File: config.mk
export PLATFORM = sky130hd
export DESIGN_NAME = pd_rank_ctrl
export DESIGN_NICKNAME = d
export VERILOG_FILES = /design/src/rtl/pd_ctrl_pkg.sv /design/src/rtl/pd_bank_scan.sv /design/src/rtl/pd_wake_cmp.sv /design/src/rtl/pd_rank_fsm.sv /design/src/rtl/pd_rank_ctrl.sv
export SDC_FILE = /design/constraint.sdc
export NUM_CORES = 1
export LEC_CHECK = 0
export ABC_AREA = 0
export ABC_CLOCK_PERIOD_IN_PS = 3820
export BUFFER_PORTS_ARGS = -buffer_cell sky130_fd_sc_hd__buf_2
export CAP_MARGIN = 25
export CORE_UTILIZATION = 58
export DETAILED_ROUTE_END_ITERATION = 6
export GPL_TIMING_DRIVEN = 0
export PLACE_DENSITY = 0.93
export SLEW_MARGIN = 20
export SYNTH_ARGS = -nofsm -noshare
export SYNTH_HDL_FRONTEND = slang
export SYNTH_SLANG_ARGS = --single-unit
File: constraint.sdc
create_clock -name clk_i -period 3.82 [get_ports clk_i]
set_clock_uncertainty 0.05 [all_clocks]
set_input_delay 0.382 -clock clk_i [delete_from_list [all_inputs] [get_ports clk_i]]
set_output_delay 0.382 -clock clk_i [all_outputs]
set_load 0.01 [all_outputs]
File: src/rtl/pd_ctrl_pkg.sv
package pd_ctrl_pkg;
  localparam int BK_W = 3;

  typedef enum logic [BK_W-1:0] {
    BK_IDLE    = 3'd0,
    BK_ACTIVE  = 3'd1,
    BK_PRECHG  = 3'd2,
    BK_REFRESH = 3'd3,
    BK_PWRDN   = 3'd4
  } bank_st_e;

  typedef enum logic [1:0] {
    BG_ACTIVE  = 2'd0,
    BG_STANDBY = 2'd1,
    BG_PWRDN   = 2'd2
  } bg_mode_e;
endpackage

File: src/rtl/pd_bank_scan.sv
module pd_bank_scan
  import pd_ctrl_pkg::*;
#(
  parameter int N_BANKS = 4
) (
  input  logic [N_BANKS*BK_W-1:0] st_i,
  output logic                    all_idle_o,
  output logic                    any_open_o
);
  logic [N_BANKS-1:0] idle_v, open_v;

  for (genvar b = 0; b < N_BANKS; b++) begin : g_bank
    logic [BK_W-1:0] st;
    assign st        = st_i[b*BK_W +: BK_W];
    assign idle_v[b] = (st == BK_IDLE);
    assign open_v[b] = (st == BK_ACTIVE) || (st == BK_REFRESH);
  end

  assign all_idle_o = &idle_v;
  assign any_open_o = |open_v;
endmodule

File: src/rtl/pd_wake_cmp.sv
module pd_wake_cmp #(
  parameter int TS_W = 16
) (
  input  logic [TS_W-1:0] now_i,
  input  logic [TS_W-1:0] ts_i,
  output logic            reached_o
);
  logic [TS_W-1:0] diff;
  // wrap-aware: now at or after ts within half the range
  assign diff      = now_i - ts_i;
  assign reached_o = ~diff[TS_W-1];
endmodule

File: src/rtl/pd_rank_fsm.sv
module pd_rank_fsm
  import pd_ctrl_pkg::*;
#(
  parameter int TS_W  = 16,
  parameter int T_CKE = 3,
  parameter int T_XP  = 3
) (
  input  logic            clk_i,
  input  logic            rst_ni,
  input  logic            en_i,
  input  logic [TS_W-1:0] now_i,
  input  logic            empty_i,
  input  logic            ref_i,
  input  logic            all_idle_i,
  input  logic            any_open_i,
  output logic            enter_o,
  output logic            exit_o,
  output logic            pd_o,
  output logic [TS_W-1:0] act_ts_o,
  output bg_mode_e        bg_o
);
  localparam logic [TS_W-1:0] CKE_D = TS_W'(T_CKE);
  localparam logic [TS_W-1:0] XP_D  = TS_W'(T_XP);

  logic            pd_q;
  logic [TS_W-1:0] wake_ts_q, act_ts_q;
  logic            reached, wake_req;

  pd_wake_cmp #(.TS_W(TS_W)) u_cmp (
    .now_i     (now_i),
    .ts_i      (wake_ts_q),
    .reached_o (reached)
  );

  assign wake_req = !empty_i || ref_i || !en_i;
  assign enter_o  = en_i && !pd_q && empty_i && !ref_i && all_idle_i;
  assign exit_o   = pd_q && wake_req && reached;

  always_ff @(posedge clk_i or negedge rst_ni) begin
    if (!rst_ni) begin
      pd_q      <= 1'b0;
      wake_ts_q <= '0;
      act_ts_q  <= '0;
    end else if (enter_o) begin
      pd_q      <= 1'b1;
      wake_ts_q <= now_i + CKE_D;
    end else if (exit_o) begin
      pd_q      <= 1'b0;
      act_ts_q  <= now_i + XP_D;
    end
  end

  always_comb begin
    if (any_open_i)  bg_o = BG_ACTIVE;
    else if (pd_q)   bg_o = BG_PWRDN;
    else             bg_o = BG_STANDBY;
  end

  assign pd_o     = pd_q;
  assign act_ts_o = act_ts_q;


  entry_cond_chk: assert property (@(posedge clk_i) disable iff (!rst_ni)
    $rose(pd_q) |-> $past(en_i && empty_i && !ref_i && all_idle_i));

  exit_resid_chk: assert property (@(posedge clk_i) disable iff (!rst_ni)
    $fell(pd_q) |-> $past(reached && wake_req));

  act_ts_chk: assert property (@(posedge clk_i) disable iff (!rst_ni)
    $fell(pd_q) |-> (act_ts_q == $past(now_i) + XP_D));

  no_entry_off_chk: assert property (@(posedge clk_i) disable iff (!rst_ni)
    $rose(pd_q) |-> $past(en_i));

  pd_hold_chk: assert property (@(posedge clk_i) disable iff (!rst_ni)
    (!enter_o && !exit_o) |=> $stable(pd_q));
endmodule

File: src/rtl/pd_rank_ctrl.sv
module pd_rank_ctrl
  import pd_ctrl_pkg::*;
#(
  parameter int N_RANKS = 2,
  parameter int N_BANKS = 4,
  parameter int TS_W    = 16,
  parameter int T_CKE   = 3,
  parameter int T_XP    = 3
) (
  input  logic                          clk_i,
  input  logic                          rst_ni,
  input  logic                          pd_en_i,
  input  logic [TS_W-1:0]               now_i,
  input  logic [N_RANKS-1:0]            cmdq_empty_i,
  input  logic [N_RANKS-1:0]            ref_wait_i,
  input  logic [N_RANKS*N_BANKS*3-1:0]  bank_st_i,
  output logic [N_RANKS-1:0]            pd_o,
  output logic [N_RANKS-1:0]            force_pd_o,
  output logic [N_RANKS-1:0]            force_idle_o,
  output logic [N_RANKS*TS_W-1:0]       act_ts_o,
  output logic [N_RANKS*2-1:0]          bg_mode_o
);
  localparam int RANK_ST_W = N_BANKS * BK_W;

  for (genvar r = 0; r < N_RANKS; r++) begin : g_rank
    logic     all_idle, any_open;
    bg_mode_e bg;

    pd_bank_scan #(.N_BANKS(N_BANKS)) u_scan (
      .st_i       (bank_st_i[r*RANK_ST_W +: RANK_ST_W]),
      .all_idle_o (all_idle),
      .any_open_o (any_open)
    );

    pd_rank_fsm #(.TS_W(TS_W), .T_CKE(T_CKE), .T_XP(T_XP)) u_fsm (
      .clk_i      (clk_i),
      .rst_ni     (rst_ni),
      .en_i       (pd_en_i),
      .now_i      (now_i),
      .empty_i    (cmdq_empty_i[r]),
      .ref_i      (ref_wait_i[r]),
      .all_idle_i (all_idle),
      .any_open_i (any_open),
      .enter_o    (force_pd_o[r]),
      .exit_o     (force_idle_o[r]),
      .pd_o       (pd_o[r]),
      .act_ts_o   (act_ts_o[r*TS_W +: TS_W]),
      .bg_o       (bg)
    );

    assign bg_mode_o[r*2 +: 2] = bg;


    bg_pd_flag_chk: assert property (@(posedge clk_i) disable iff (!rst_ni)
      (bg == BG_PWRDN) |-> pd_o[r]);

    pulse_excl_chk: assert property (@(posedge clk_i) disable iff (!rst_ni)
      $onehot0({force_pd_o[r], force_idle_o[r]}));
  end
endmodule

==> key figures <==
Routing
  • Total number of vias: between 3000 and 4000
  • Vias per inst: ~5.7
  • Routed WL per cell: between 15 and 20 um
  • First-pass detailed-route iteration total: 5
  • Post-Route WL: 9090 um
  • Final antenna-violating net count: 0
  • 1st-iter DRT viols: 210
  • Drc violations: 0

Worst setup path
  • Required time worst endpoint: ~3.4 ns
  • R2R setup slack: 0.84 ns
  • RR Startpoint: g_rank[1].u_fsm.wake_ts_q[6]$_DFFE_PN0P_
  • Setup crit start kind: flop
  • Crit end category: output pin
  • Data arrival time of the worst path: roughly 3.1 ns
  • R2R cell count: 9
  • CP Class: reg2out
  • Crit path max fanout: 10
  • FF-to-FF End: g_rank[1].u_fsm.act_ts_o[10]$_DFFE_PN0P_

Placed design
  • Placer's final routability congestion estimate: about 0.89
  • Detail Placement HPWL: around 6700 um
  • Placed cell count: approximately 530
  • DP Area: 4310 um^2
  • Port Buffers: just under 90

Synth
  • Largest family of logic cells by synthesized area: multiplexers
  • Mux cell area share after synthesis: 0.127
  • Sequential area share after synthesis: 0.438
  • Compound-Gate Fraction of Synth Area: 0.0950
  • Yosys top cell area share: 0.438
  • Mean Syn Cell Area: just over 10 um^2
  • XOR/XNOR Fraction of Synth Area: 0.0581
  • Synthesized instance count: around 370
  • Netlist cell types: 35
  • Post-Synth Simple-Gate Area: 0.120
  • Synthesized flop and latch total: between 60 and 70
  • Syn_nets: 445
  • Post-synthesis adder-cell area fraction: 0.0963
  • Synthesized area: 3770 um^2
  • Main flop type after synthesis: dfrtp_1
  • Number of flops mapped to enable cells by yosys: 0
  • Leading area contributor after synthesis: dfrtp_1
  • Async SR Flop Fraction: 1.00
  • Ys Warns: 0
  • Synth top area cells: dfrtp_1 (44%), ha_1 (9.6%), mux2_4 (5.6%)

Clocking
  • Hold-fix buffers at CTS: 0
  • Post-CTS Setup Bufs: 0
  • CTS root buf: clkbuf_8
  • Post-CTS sizing: 0
  • Clk sinks: 66
  • CTS tree: built
  • Max H-tree Level: 3
  • CTS max path bufs: 2
  • Num CTS Buffers: 9
  • Worst skew pair latency: about 0.35 ns
  • Clock transition at the registers of the reported paths: 0.08 ns

Timing
  • Worst-Margin Slew: between 0.9 and 1 ns
  • Unrepaired setup endpoints after global routing: false
  • TNS Setup: 0 ns
  • Worst Hold Slack: between 0.05 and 0.06 ns
  • Fin. Hold Viols: 0
  • Final Setup Violations: 0
  • Tmin final: roughly 3.5 ns
  • Max_slew headroom: 0.356
  • Fmax: between 200 and 300 MHz
  • Slew Viols, Final: 0
  • Final cycle utilization of the critical path: 0.921

Final layout
  • Share of cells above drive strength 1: 0.326
  • Area delta synth->final: 19.4%
  • Nets: 544
  • Ant diodes: 0
  • Final Cell Area: between 4000 and 5000 um^2
  • Commonest non-fill, non-tap cell in the layout: buf_2
  • Final non-filler cell total: between 500 and 600
  • Most frequent cells in the layout: buf_2 (89), dfrtp_1 (66), inv_1 (43)

Floorplan
  • Io pins: between 80 and 90
  • Die width: around 83 um
  • Initial Utilization: 0.597
  • Row Count: 29
  • Core Region: around 6300 um^2
  • Die area: just under 7000 um^2
  • Chip height: ~83 um

Pwr
  • Pwr Total: 2.25 mW
  • Pleak: approximately 2.2 nW
  • Pwr per Cell Area: approximately 500 nW/um^2
  • VDD IR max: about 0.35 mV

GRT
  • Vias in the first global route: 3050
  • First-pass GRT wire length: about 14000 um
  • GRT Total Usage: 0.285
  • Antenna violations before repair: 0
  • Largest net degree at the start of global routing: 67
  • Congestion Overflow GR: 0

Flow run
  • Max_cap viols: 0

Status
  • Status: complete, no violations

Hold path
  • Min-delay worst type: in2async
==> critical path: stages (launching register included) <==
cell and delay (ns):
dfrtp_1 0.36, inv_1 0.06, ha_1 0.29, nand2_1 0.07
o21ai_0 0.19, a21oi_1 0.10, o41ai_2 0.45, mux2i_2 0.72
buf_6 0.28, buf_4 0.12, buf_2 0.11
==> cell type report <==
class / instances / area [um^2]
fill: 425 / 1810
buffer: 12 / 85.1
tap: 77 / 96.3
clock buffer: 10 / 138
timing repair buffer: 88 / 443
clock inverter: 5 / 55.1
inverter: 43 / 161
sequential: 66 / 1650
multi-input combinational: 248 / 1870
==> stage by stage <==
stage	worst slack, ns	util
6_report	0.300	0.713
2_1_floorplan	1.23	-
3_5_place_dp	0.529	0.682
3_3_place_gp	0.554	0.682
5_1_grt	0.152	0.713
4_1_cts	0.299	0.713
==> state kept, by name (all words and copies together), names as in the netlist <==
register	count
g_rank.u_fsm.pd_o	2
g_rank.u_fsm.wake_ts_q	32
g_rank.u_fsm.act_ts_o	32
==> synth_stat cells, drive strengths merged, types with 2 or more instances <==
master  number
ha          29
inv         43
mux2i        6
nor2        29
mux2        32
dfrtp       66
nor4         6
nor3         4
xnor2       14
xor2        11
or4          2
or3          2
nand3        6
nand4        3
clkbuf       2
nand2       28
o21ai       21
o22ai        4
o21bai       2
nor2b        2
nand3b       4
a21oi       36
o41ai        2
buf         10
==> logic make-up (layout without fill, tap and decap cells) <==
kind of cell	count (synthesis)	after routing
and+or+nand+nor	91	91
DFF	66	66
AOI/OAI and AO/OA	65	65
buffers and inverters	55	158
muxes	38	38
adders and majority gates	29	29
xor gates and xnor gates	25	25
==> report_power, final <==
part           switching (mW)  internal [mW]  leakage [nW]  total (mW)
sequential             0.0960          0.875         0.793       0.971
combinational           0.323          0.367          1.32       0.690
clock                   0.272          0.313        0.0941       0.585
total                   0.691           1.56          2.20        2.25
==> worst max-delay path by stage <==
stage | from | endpoint | slack (ns)
2_1_floorplan | now_i[6] | force_idle_o[0] | 1.23
3_3_place_gp | now_i[6] | force_idle_o[0] | 0.55
3_5_place_dp | now_i[2] | force_idle_o[1] | 0.53
4_1_cts | g_rank[1].u_fsm.wake_ts_q[2]$_DFFE_PN0P_ | force_idle_o[1] | 0.30
5_1_grt | g_rank[1].u_fsm.wake_ts_q[2]$_DFFE_PN0P_ | force_idle_o[1] | 0.15
6_report | g_rank[1].u_fsm.wake_ts_q[6]$_DFFE_PN0P_ | force_idle_o[1] | 0.30
==> routing by layer <==
| metal | wire, um | vias to the layer above | track usage |
|---|---|---|---|
| met2 | 4540 | 140 | 0.498 |
| met4 | 193 | 0 | 0.129 |
| met1 | 3700 | 1533 | 0.330 |
| met3 | 647 | 18 | 0.0692 |
| met5 | 0 | - | 0 |
| li1 | - | 1449 | - |
Power figures use the tool's default switching activity.
